File: src/rtl/pg_pkg.sv
package pg_pkg;
   typedef enum logic [1:0] {
      ST_NORMAL = 2'd0,
      ST_DESEL  = 2'd1,
      ST_BATT   = 2'd2,
      ST_RECOV  = 2'd3
   } pg_state_t;

   localparam int unsigned FLAG_HI = 0;
   localparam int unsigned FLAG_LO = 1;
   localparam int unsigned FLAG_SW = 2;
   localparam int unsigned NUM_FLAGS = 3;
endpackage

File: src/rtl/pg_flag_filter.sv
module pg_flag_filter #(
   parameter int unsigned SYNC_STAGES = 2,
   parameter int unsigned STABLE_CYC  = 4,
   parameter bit          RST_VAL     = 1'b0
) (
   input  logic clk,
   input  logic rst_n,
   input  logic raw_in,
   output logic flag_out
);
   localparam int unsigned CW = (STABLE_CYC < 2) ? 1 : $clog2(STABLE_CYC + 1);
   localparam logic [CW-1:0] CNT_LAST = CW'(STABLE_CYC - 1);

   if (SYNC_STAGES < 2) begin : g_bad_sync
      $error("pg_flag_filter: SYNC_STAGES must be at least 2");
   end
   if (STABLE_CYC < 1) begin : g_bad_stable
      $error("pg_flag_filter: STABLE_CYC must be at least 1");
   end

   logic [SYNC_STAGES-1:0] sync_q;
   logic                   synced;
   logic [CW-1:0]          cnt_q;
   logic                   filt_q;

   always_ff @(posedge clk or negedge rst_n) begin
      if (!rst_n) sync_q <= {SYNC_STAGES{RST_VAL}};
      else        sync_q <= {sync_q[SYNC_STAGES-2:0], raw_in};
   end

   assign synced = sync_q[SYNC_STAGES-1];

   always_ff @(posedge clk or negedge rst_n) begin
      if (!rst_n) begin
         filt_q <= RST_VAL;
         cnt_q  <= '0;
      end else if (synced == filt_q) begin
         cnt_q  <= '0;
      end else if (cnt_q == CNT_LAST) begin
         filt_q <= synced;
         cnt_q  <= '0;
      end else begin
         cnt_q  <= cnt_q + 1'b1;
      end
   end

   assign flag_out = filt_q;

   // the debounced flag only ever moves to the value the synchronizer held
   a_r7_follow_sync: assert property (@(posedge clk) disable iff (!rst_n)
      (filt_q != $past(filt_q)) |-> (filt_q == $past(synced)))
      else $error("R7: filtered flag took a value the synchronizer did not hold");
endmodule

File: src/rtl/pg_recov_timer.sv
module pg_recov_timer #(
   parameter int unsigned REC_CYC = 1000
) (
   input  logic clk,
   input  logic rst_n,
   input  logic run,
   output logic done
);
   localparam int unsigned TW = $clog2(REC_CYC);
   localparam logic [TW-1:0] T_LAST = TW'(REC_CYC - 1);

   if (REC_CYC < 2) begin : g_bad_rec
      $error("pg_recov_timer: REC_CYC must be at least 2");
   end

   logic [TW-1:0] cnt_q;

   always_ff @(posedge clk or negedge rst_n) begin
      if (!rst_n)               cnt_q <= '0;
      else if (!run)            cnt_q <= '0;
      else if (cnt_q != T_LAST) cnt_q <= cnt_q + 1'b1;
   end

   assign done = run && (cnt_q == T_LAST);

   // the count saturates at its last value and never wraps
   a_r5_cnt_bound: assert property (@(posedge clk) disable iff (!rst_n)
      cnt_q <= T_LAST)
      else $error("R5: recovery count ran past its limit");

   // leaving recovery clears the interval
   a_r6_restart: assert property (@(posedge clk) disable iff (!rst_n)
      !run |=> (cnt_q == '0))
      else $error("R6: recovery count not cleared");
endmodule

File: src/rtl/pwr_guard_ctrl.sv
module pwr_guard_ctrl #(
   parameter int unsigned SYNC_STAGES = 2,
   parameter int unsigned STABLE_CYC  = 16,
   parameter int unsigned REC_CYC     = 2000000
) (
   input  logic clk,
   input  logic rst_n,
   input  logic sup_above_hi,
   input  logic sup_above_lo,
   input  logic sup_above_sw,
   output logic mem_block,
   output logic out_hiz,
   output logic batt_sel
);
   import pg_pkg::*;

   logic [NUM_FLAGS-1:0] raw_v;
   logic [NUM_FLAGS-1:0] flt_v;
   logic                 f_hi, f_lo, f_sw;
   logic                 rec_done;
   pg_state_t            state_q, state_d;
   logic                 blk_q, hiz_q, batt_q;

   assign raw_v[FLAG_HI] = sup_above_hi;
   assign raw_v[FLAG_LO] = sup_above_lo;
   assign raw_v[FLAG_SW] = sup_above_sw;

   for (genvar g = 0; g < NUM_FLAGS; g++) begin : g_flag
      pg_flag_filter #(
         .SYNC_STAGES (SYNC_STAGES),
         .STABLE_CYC  (STABLE_CYC),
         .RST_VAL     (1'b0)
      ) u_filt (
         .clk      (clk),
         .rst_n    (rst_n),
         .raw_in   (raw_v[g]),
         .flag_out (flt_v[g])
      );
   end

   assign f_hi = flt_v[FLAG_HI];
   assign f_lo = flt_v[FLAG_LO];
   assign f_sw = flt_v[FLAG_SW];

   pg_recov_timer #(.REC_CYC(REC_CYC)) u_timer (
      .clk   (clk),
      .rst_n (rst_n),
      .run   (state_q == ST_RECOV),
      .done  (rec_done)
   );

   always_comb begin
      state_d = state_q;
      unique case (state_q)
         ST_NORMAL: begin
            if (!f_sw)      state_d = ST_BATT;
            else if (!f_hi) state_d = ST_DESEL;
         end
         ST_DESEL: begin
            if (!f_sw)      state_d = ST_BATT;
            else if (f_lo)  state_d = ST_RECOV;
         end
         ST_BATT: begin
            if (f_sw)       state_d = ST_DESEL;
         end
         ST_RECOV: begin
            if (!f_sw)                 state_d = ST_BATT;
            else if (!f_lo)            state_d = ST_DESEL;
            else if (rec_done && f_hi) state_d = ST_NORMAL;
         end
         default:           state_d = ST_DESEL;
      endcase
   end

   always_ff @(posedge clk or negedge rst_n) begin
      if (!rst_n) begin
         state_q <= ST_DESEL;
         blk_q   <= 1'b1;
         hiz_q   <= 1'b1;
         batt_q  <= 1'b1;
      end else begin
         state_q <= state_d;
         blk_q   <= (state_d != ST_NORMAL);
         hiz_q   <= (state_d != ST_NORMAL);
         batt_q  <= (state_d == ST_BATT);
      end
   end

   assign mem_block = blk_q;
   assign out_hiz   = hiz_q;
   assign batt_sel  = batt_q;

   // a debounced upper flag that is low protects the memory on the next edge
   a_r1_window_block: assert property (@(posedge clk) disable iff (!rst_n)
      !f_hi |=> (mem_block && out_hiz))
      else $error("R1: window entered but memory not blocked");

   // below the lower level the memory stays write protected
   a_r2_low_protect: assert property (@(posedge clk) disable iff (!rst_n)
      !f_lo |=> mem_block)
      else $error("R2: memory unprotected below lower level");

   // below switchover the battery is selected
   a_r3_batt_on: assert property (@(posedge clk) disable iff (!rst_n)
      !f_sw |=> batt_sel)
      else $error("R3: battery not selected below switchover");

   // release only when the recovery timer reports completion
   a_r5_release_timed: assert property (@(posedge clk) disable iff (!rst_n)
      $fell(mem_block) |-> $past(rec_done))
      else $error("R5: protection released before recovery elapsed");

   // battery power never coexists with open access
   a_r10_batt_blocked: assert property (@(posedge clk) disable iff (!rst_n)
      batt_sel |-> mem_block)
      else $error("R10: battery selected while access open");
endmodule

File: config.mk
export PLATFORM = sky130hd
export DESIGN_NAME = pwr_guard_ctrl
export DESIGN_NICKNAME = d
export VERILOG_FILES = /design/src/rtl/pg_pkg.sv /design/src/rtl/pg_flag_filter.sv /design/src/rtl/pg_recov_timer.sv /design/src/rtl/pwr_guard_ctrl.sv
export SDC_FILE = /design/constraint.sdc
export NUM_CORES = 1
export LEC_CHECK = 0
export ABC_AREA = 1
export BUFFER_PORTS_ARGS = -buffer_cell sky130_fd_sc_hd__buf_2
export CAP_MARGIN = 15
export CORE_MARGIN = 2
export CORE_UTILIZATION = 31
export CTS_CLUSTER_SIZE = 14
export DETAILED_ROUTE_END_ITERATION = 10
export GPL_TIMING_DRIVEN = 0
export PLACE_DENSITY = 0.48
export SKIP_LAST_GASP = 1
export SYNTH_ARGS = -nofsm -noshare
export SYNTH_HDL_FRONTEND = slang
export SYNTH_SLANG_ARGS = --single-unit
File: constraint.sdc
create_clock -name clk -period 1.3 [get_ports clk]
set_input_delay 0.195 -clock clk [delete_from_list [all_inputs] [get_ports clk]]
set_output_delay 0.195 -clock clk [all_outputs]
set_load 0.01 [all_outputs]
# Word-level counts from Yosys, hierarchy flattened
# Cells that the tools add are included.
[totals] register_bits=49 in_bits=5 out_inout_bits=3 wordCells=57
[op_classes] n_addsub=4 n_eq_ne=13 n_mux=17 bitwise_logic=3 n_reduce_logical=7
[op_table] op="21-bit two-way mux" count=2
[op_table] op="5-bit two-way mux" count=6
[op_table] op="21-bit by 1-bit adder with 21-bit output (second input constant)" count=1
[op_table] op="21-bit equality test (second input constant)" count=1
[op_table] op="21-bit != test (second input constant)" count=1
[op_table] op="2-bit two-way mux" count=8
[op_table] op="5-bit by 1-bit adder with 5-bit output (second input constant)" count=3
[op_table] op="5-bit by 4-bit equality test with 1-bit output (second input constant)" count=3
[op_table] op="2-bit one-hot mux with 4 select lines" count=1
[op_table] op="2-bit equality test (second input constant)" count=3
[op_table] op="2-bit AND reduction" count=3
[op_table] op="1-bit equality test" count=3
[op_table] op="1-bit NOT" count=3
[op_table] op="2-bit by 1-bit equality test with 1-bit output (second input constant)" count=1
[op_table] op="1-bit logical AND" count=2
[op_table] op="2-bit logical NOT" count=1
[op_table] op="2-bit != test (second input constant)" count=1
[op_table] op="2-bit nonzero test" count=1

# Logic depth before layout (Yosys ltp)
# Gate-level depths: netlist of run 1.
[depth] depth_word=8 mapped_depth=9 ltp_nobuf=9

# Hierarchy
# Synthesis of run 1 repeated with hierarchy kept, for this count alone.
[hier_totals] hier_cells=322 hier_area_um2=2491.1
[modules_own_cells] mod="pg_recov_timer" instances=1 cells_per_inst=197 area_each_um2=1341.3 seq_area_each_um2=525.5
[modules_own_cells] mod="pg_flag_filter" instances=3 cells_per_inst=35 area_each_um2=322.8 seq_area_each_um2=200.2
[modules_own_cells] mod="pwr_guard_ctrl" instances=1 cells_per_inst=20 area_each_um2=181.4 seq_area_each_um2=103.8

# Worst setup path after synthesis of run 1
# Ideal clock, no wire load.
[synth_timing] path_kind="register to register" from="register u_timer.cnt_q[0]" to="register hiz_q, in the netlist out_hiz" setup_time_ns=0.082 arrival_time_ns=1.275 required_time_ns=1.218 setup_slack_ns=-0.057 path_stages_with_launch=9 n_path_buf=0 period_less_slack_ns=1.357 path_cell_list="dfrtp_1 -> ha_1 -> nand3_2 -> nor2_1 -> nand3_1 -> nor2_4 -> nand4_1 -> nand2_1 -> nand2_1"
[synth_via] elab_chain_cells=8
[synth_lines] element="start: declaration" line_no="pg_recov_timer.sv:16" source="logic [TW-1:0] cnt_q;"
[synth_lines] element="start signal: assignment" line_no="pg_recov_timer.sv:21" source="else if (cnt_q != T_LAST) cnt_q <= cnt_q + 1'b1;"
[synth_lines] element="21-bit equality test" line_no="pg_recov_timer.sv:24" source="assign done = run && (cnt_q == T_LAST);"
[synth_lines] element="1-bit logical AND" line_no="pg_recov_timer.sv:24"
[synth_lines] element="1-bit logical AND" line_no="pwr_guard_ctrl.sv:69" source="else if (rec_done && f_hi) state_d = ST_NORMAL;"
[synth_lines] element="2-bit two-way mux" line_no="pwr_guard_ctrl.sv:69"
[synth_lines] element="2-bit two-way mux" line_no="pwr_guard_ctrl.sv:68" source="else if (!f_lo) state_d = ST_DESEL;"
[synth_lines] element="2-bit two-way mux" line_no="pwr_guard_ctrl.sv:67" source="if (!f_sw) state_d = ST_BATT;"
[synth_lines] element="2-bit one-hot mux with 4 select lines" line_no="pwr_guard_ctrl.sv:54" source="unique case (state_q)"
[synth_lines] element="2-bit nonzero test" line_no="pwr_guard_ctrl.sv:84" source="hiz_q <= (state_d != ST_NORMAL);"
[synth_lines] element="end signal: assignment" line_no="pwr_guard_ctrl.sv:84"
[synth_lines] element="end: declaration" line_no="pwr_guard_ctrl.sv:22" source="logic blk_q, hiz_q, batt_q;"
# No other way between the ends.
# A chain may end at the register's enable or synchronous reset.

# Worst setup path after layout of run 1
[layout_timing] from="register u_timer.cnt_q[11]" to="register u_timer.cnt_q[6]"
[layout_via] elab_chain_cells=2
[layout_lines] element="21-bit != test" line_no="pg_recov_timer.sv:21"
[layout_lines] element="2-bit != test (no line)"
# No other way between the ends.

==> results of run 1 <==
==> synth_stat cells (2+ instances only) <==
cell type / n / share of area
nand2_1: 47 / 0.077
dfrtp_1: 46 / 0.50
inv_1: 39 / 0.064
nor2_1: 32 / 0.053
a21oi_1: 18 / 0.039
o21ai_0: 15 / 0.033
nand3_1: 11 / 0.024
nor3_1: 7 / 0.015
nor2_4: 5 / 0.025
ha_1: 4 / 0.022
nand4_1: 4 / 0.011
xor2_1: 4 / 0.015
and3_1: 3 / 0.0082
dfstp_2: 3 / 0.034
inv_2: 3 / 0.0049
nand3_2: 3 / 0.013
xnor2_1: 3 / 0.011
a31oi_1: 2 / 0.0055
nor4_1: 2 / 0.0055
==> cell usage in the layout, fill, tap and decap left out, types with 5 or more instances in the layout <==
master and instances:
nand2_1 44, dfrtp_1 43, inv_1 37, nor2_1 27, a21oi_1 17, buf_4 16, o21ai_0 13, nand3_1 10
nor2_4 7, buf_2 7, clkbuf_8 6, nor3_1 6, inv_2 5
==> logic make-up (layout without fill, tap and decap cells) <==
kind of cell | after synthesis | count (layout) | share of synthesized area
buffers and inverters | 45 | 79 | 0.0760
AND/OR/NAND/NOR | 118 | 118 | 0.249
multiplexers | 1 | 1 | 0.00492
AO/OA/AOI/OAI | 37 | 37 | 0.0831
adder cells (fa/ha/maj) | 4 | 4 | 0.0219
XOR/XNOR | 7 | 7 | 0.0268
flip-flops | 49 | 49 | 0.538
==> power groups by stage <==
stage	Combinational (uW)	Clock, uW	Sequential [uW]
after floorplan	40.6	0	1600
after global placement	85.6	0	1600
after detailed placement	86.4	0	1600
after CTS	97.1	957	1580
after global routing	124	1000	1580
final	102	909	1570
==> final cells by class <==
class,count,area (um2)
clock inverters,3,22.5
plain buffers,3,28.8
clock buffers,5,68.8
flip-flops and latches,49,1230
multi-input cells,167,990
repair buffers,26,200
fillers,745,4390
well taps,99,124
inverters,42,158
==> through the flow <==
| step | area [um2] | instances | util | power [uW] |
|---|---|---|---|---|
| 6_report | 2830 | 394 | 0.392 | 2590 |
| 5_1_grt | 2830 | 394 | 0.392 | 2700 |
| 4_1_cts | 2750 | 389 | 0.381 | 2630 |
| 3_5_place_dp | 2470 | 367 | 0.342 | 1690 |
| 3_3_place_gp | 2470 | 367 | 0.342 | 1690 |
| 2_1_floorplan | 2310 | 261 | - | 1640 |
==> state kept, by name (all words and copies together), names as in the netlist <==
register	flops
g_flag.u_filt.sync_q	6
u_timer.cnt_q	21
g_flag.u_filt.cnt_q	15
out_hiz	1
batt_sel	1
state_q	2
g_flag.u_filt.flag_out	3
==> routing by layer <==
metal  vias to the layer above  track usage  wire (um)
li1                        894            -          -
met1                       794        0.151       2030
met2                        12        0.177       2000
met3                         2       0.0226         79
met4                         0       0.0346         29
met5                         -            0          0
==> how the worst max path moves through the flow <==
stage                     slack [ns]                     startpoint                       endpoint  depth (start not counted)
after floorplan                -0.03   u_timer.cnt_q[0]$_DFFE_PN0P_              out_hiz$_DFF_PN1_                          8
after global placement         -0.29           state_q[0]$_DFF_PN1_  u_timer.cnt_q[12]$_DFFE_PN0P_                          5
after detailed placement       -0.31           state_q[0]$_DFF_PN1_  u_timer.cnt_q[12]$_DFFE_PN0P_                          5
after CTS                      -0.12   u_timer.cnt_q[0]$_DFFE_PN0P_              out_hiz$_DFF_PN1_                          8
after global routing           -0.21   u_timer.cnt_q[9]$_DFFE_PN0P_              out_hiz$_DFF_PN1_                          8
final                          -0.11  u_timer.cnt_q[11]$_DFFE_PN0P_   u_timer.cnt_q[6]$_DFFE_PN0P_                          8
==> critical path, cell delays in order, from the launching register on <==
cell and delay [ns]:
dfrtp_1 0.44, inv_1 0.08, nand2_1 0.08, nor2_2 0.16, nand3_2 0.11, nor2_4 0.19, buf_4 0.14, nor2_1 0.03
a21oi_1 0.11
==> what timing repair did <==
item	in CTS	in global routing
setup buffers	11	3
resized for setup	20	11
hold buffers	3	1
setup endpoints to repair	25	25
hold endpoints to repair	3	13
pin swaps	5	8
==> flow_summary.json, run 1 <==
{
  "hpwlAfterDp_um": 2820,
  "critPathRequiredTime_ns": 1.53,
  "p_per_area_nw_per_um2": 915,
  "synth_edf_count": 0,
  "rows": 31,
  "comb_power_share": 0.040,
  "drtAntennaViolNets": 0,
  "yosys_warnings": 0,
  "port_buffers": 7,
  "ir_worst_vdd_mv": 0.476,
  "rrSetupSlack_ns": -0.11,
  "place_congestion": 0.782,
  "cts_made_buffers": 5,
  "violations": "setup timing",
  "cts_root_buf": "clkbuf_8",
  "critPathMaxFanout": 6,
  "rr_worst_depth": 8,
  "grt_pass1_vias": 1693,
  "ys_async_sr_fraction": 1.00,
  "fp.dieArea_um2": 8080,
  "drtIter0Drc": 48,
  "n_antenna_cell": 0,
  "pre_cts_ws_ns": -0.313,
  "ys_ff_latch": 49,
  "clock_latency_ns": 0.30,
  "crit_type": "flop to flop",
  "drc_errors": 0,
  "yosysUniqueCellTypes": 29,
  "vias_per_cell": 4.32,
  "fin_crit_sh": 1.08,
  "drive_above_1_share": 0.247,
  "hp-class": "input port to async pin",
  "syn_area_um2": 2290,
  "io_pins": 8,
  "drv_cap": 0,
  "ys_seq_area_frac": 0.538,
  "grt_usage": 0.110,
  "cts_buffer_depth": 2,
  "clkTransAtPathRegs_ns": 0.09,
  "slew_viol_final": 0,
  "grt_pass1_wl_um": 7380,
  "pwr-share-seq": 0.609,
  "first_pass_iters": 6,
  "syn_inst": 261,
  "die_x_um": 89.9,
  "nNetsFinal": 303,
  "whs_ns": 0.342,
  "p_sw_frac": 0.234,
  "dr_total_vias": 1702,
  "cts_max_level": 2,
  "setup_tns_ns": -1.05,
  "cp-end-kind": "flop",
  "syn_avg_cell_area_um2": 8.76,
  "cts.sinks": 49,
  "syn-num-nets": 270,
  "tightest_slew_ns": 0.386,
  "p_leak_uw": 0.00127,
  "relSlewSlack": 0.743,
  "synth_flop_cell": "dfrtp_1",
  "fin_worst_skew_ns": 0.00585,
  "grt_max_degree": 50,
  "areaGrowthSynthToFinish_pct": 23.5,
  "setup_viol_count_final": 19,
  "overflow": 0,
  "die_h_um": 89.9,
  "routedWlPerCell_um": 10.5,
  "fin_crit_ns": 1.41,
  "core_region_area_um2": 7210,
  "p_int_uw": 1980,
  "switching_power_uw": 605,
  "r2r-end": "u_timer.cnt_q[6]$_DFFE_PN0P_",
  "start_util": 0.317,
  "r2r_start": "u_timer.cnt_q[11]$_DFFE_PN0P_",
  "cts_tree": "done",
  "drt-total-wl_um": 4140,
  "rsz0062_at_grt": "yes",
  "p_clk_frac": 0.351,
  "setup_slack_ns": -0.108,
  "status": "finished with violations",
  "crit_arrival_ns": 1.64,
  "fmax_mhz": 710,
  "start_kind": "flop",
  "finalHoldViolCount": 0,
  "antenna_found_initial": 0
}
No activity file was read; power rests on OpenSTA's default activity.
==> run 2, diff against run 1 <==
--- a/config.mk
+++ b/config.mk
@@ -14,6 +14,7 @@
 export DETAILED_ROUTE_END_ITERATION = 10
 export GPL_TIMING_DRIVEN = 0
 export PLACE_DENSITY = 0.48
+export REMOVE_ABC_BUFFERS = 1
 export SKIP_LAST_GASP = 1
 export SYNTH_ARGS = -nofsm -noshare
 export SYNTH_HDL_FRONTEND = slang
==> run 2 against run 1 <==
  * The run still ends with setup timing left
  * Design area increased by 3.1%
  * Highest routed layer unchanged
  * Largest power group unchanged
  * First-iteration DRC count increased by 42%
  * Sequential power about the same
==> flow_summary.json, run 2 (synthesis gave the netlist of run 1 again) <==
{
  "place_congestion": 0.779,
  "start_util": 0.317,
  "core_region_area_um2": 7210,
  "placed_area_um2": 2430,
  "regMostFlops": "u_timer.cnt_q",
  "areaGrowthSynthToFinish_pct": 27.4,
  "drc_errors": 0,
  "final_util": 0.404,
  "clock_latency_ns": 0.31,
  "crit_arrival_ns": 1.63,
  "routedWlPerCell_um": 10.9,
  "finalHoldViolCount": 0,
  "final_common_cell": "dfrtp_1",
  "fin_crit_sh": 1.06,
  "r2r_start": "u_timer.cnt_q[6]$_DFFE_PN0P_",
  "fin_crit_ns": 1.38,
  "hpwlAfterDp_um": 2770,
  "io_pins": 8,
  "drv_cap": 0,
  "grt_pass1_vias": 1681,
  "rrSetupSlack_ns": -0.08,
  "clkTransAtPathRegs_ns": 0.10,
  "start_kind": "flop",
  "p_per_area_nw_per_um2": 912,
  "rows": 31,
  "first_pass_iters": 4,
  "final_area_um2": 2910,
  "die_h_um": 89.9,
  "cts_root_buf": "clkbuf_8",
  "fin_worst_skew_ns": 0.00977,
  "port_buffers": 7,
  "grt_max_degree": 50,
  "r2r-end": "out_hiz$_DFF_PN1_",
  "fp.dieArea_um2": 8080,
  "setup_slack_ns": -0.0823,
  "drtIter0Drc": 68,
  "antenna_found_initial": 0,
  "critPathRequiredTime_ns": 1.54,
  "cts_made_buffers": 5,
  "final_cell_mix": "dfrtp_1 (44), nand2_1 (40), inv_1 (35)",
  "relSlewSlack": 0.707,
  "grt_pass1_wl_um": 7500,
  "cts_tree": "done",
  "hp-class": "input port to async pin",
  "crit_type": "flop to flop",
  "cts_max_level": 2,
  "n_antenna_cell": 0,
  "p_leak_uw": 0.00130,
  "violations": "setup timing",
  "dr_total_vias": 1787,
  "slew_viol_final": 0,
  "drtAntennaViolNets": 0,
  "biggestRegsByFlops": "u_timer.cnt_q: 21 flops, g_flag.u_filt.cnt_q: 15 flops, g_flag.u_filt.sync_q: 6 flops",
  "critPathMaxFanout": 7,
  "setup_viol_count_final": 20,
  "rr_worst_depth": 8,
  "drt-total-wl_um": 4340,
  "vias_per_cell": 4.47,
  "nNetsFinal": 309,
  "stdcell_count": 400,
  "ir_worst_vdd_mv": 0.565,
  "rsz0062_at_grt": "yes",
  "whs_ns": 0.352,
  "cp-end-kind": "flop",
  "tightest_slew_ns": 0.440,
  "die_x_um": 89.9,
  "fmax_mhz": 723,
  "status": "finished with violations",
  "cts_buffer_depth": 2,
  "overflow": 0,
  "cts.sinks": 49,
  "drive_above_1_share": 0.289,
  "largest_reg_flops": 21,
  "placedCellCount": 364,
  "grt_usage": 0.114
}
## run 2: cell types whose count changed in the layout (fill, tap and decap cells not counted), moves of 2 or more
cell	before	now
o21ai_2	1	3
clkinvlp_4	0	2
a21oi_1	17	15
o21ai_1	2	0
a21oi_2	1	3
buf_6	0	2
inv_1	37	35
nand2_2	4	7
nand2_1	44	40
buf_4	16	18
## run 2: layout make-up
class | instances | area (um2)
timing repair buffer | 33 | 273
multi-input combinational | 167 | 1010
sequential | 49 | 1230
inverter | 42 | 161
tap | 99 | 124
timing repair inverter | 2 | 12.5
clock inverter | 3 | 28.8
fill | 754 | 4300
clock buffer | 5 | 68.8
## run 2: worst max path at each step
stage / startpoint / end / slack (ns) / cells past startpoint
floorplan: u_timer.cnt_q[0]$_DFFE_PN0P_ / out_hiz$_DFF_PN1_ / -0.06 / 8
finish: u_timer.cnt_q[6]$_DFFE_PN0P_ / out_hiz$_DFF_PN1_ / -0.08 / 8
global placement: state_q[0]$_DFF_PN1_ / out_hiz$_DFF_PN1_ / -0.39 / 5
global route: u_timer.cnt_q[14]$_DFFE_PN0P_ / out_hiz$_DFF_PN1_ / -0.21 / 8
detailed placement: state_q[0]$_DFF_PN1_ / state_q[1]$_DFF_PN0_ / -0.36 / 5
CTS: u_timer.cnt_q[0]$_DFFE_PN0P_ / out_hiz$_DFF_PN1_ / -0.17 / 8
## run 2: critical path: stages (launching register included)
cell and delay (ns):
dfrtp_1 0.42, buf_4 0.13, nand3_1 0.12, nor2_4 0.13
nand3_2 0.08, nor2_4 0.17, nand4_1 0.12, nand2_1 0.10
nand2_1 0.06
## run 2: repair_timing
item / CTS / global route
pin swaps: 5 / 10
endpoints found under the setup margin: 25 / 26
resized for setup: 17 / 25
buffers inserted: 14 / 7
cloned: 2 / 0
hold endpoints to repair: 3 / 16
hold buffers: 3 / 1
## run 2: per-stage QoR
step                power, uW  TNS [ns]  setup slack (ns)
detailed placement       1690     -5.40            -0.363
global placement         1690     -5.64            -0.395
global route             2800     -3.47            -0.213
CTS                      2690     -1.71            -0.170
floorplan                1640    -0.346           -0.0631
finish                   2660    -0.913           -0.0823
## run 2: report_power, final
| group | internal [uW] | switching, uW | leakage, uW |
|---|---|---|---|
| clock network | 403 | 572 | 0.0000506 |
| registers | 1560 | 19.6 | 0.000644 |
| logic | 44.6 | 61.2 | 0.000604 |
| total | 2000 | 653 | 0.00130 |
## run 2: per-layer routing
layer,track usage,up-vias,share of wire
li1,-,910,-
met1,0.156,856,0.49
met2,0.180,14,0.47
met3,0.0251,7,0.022
met4,0.0346,0,0.012
met5,0,-,0
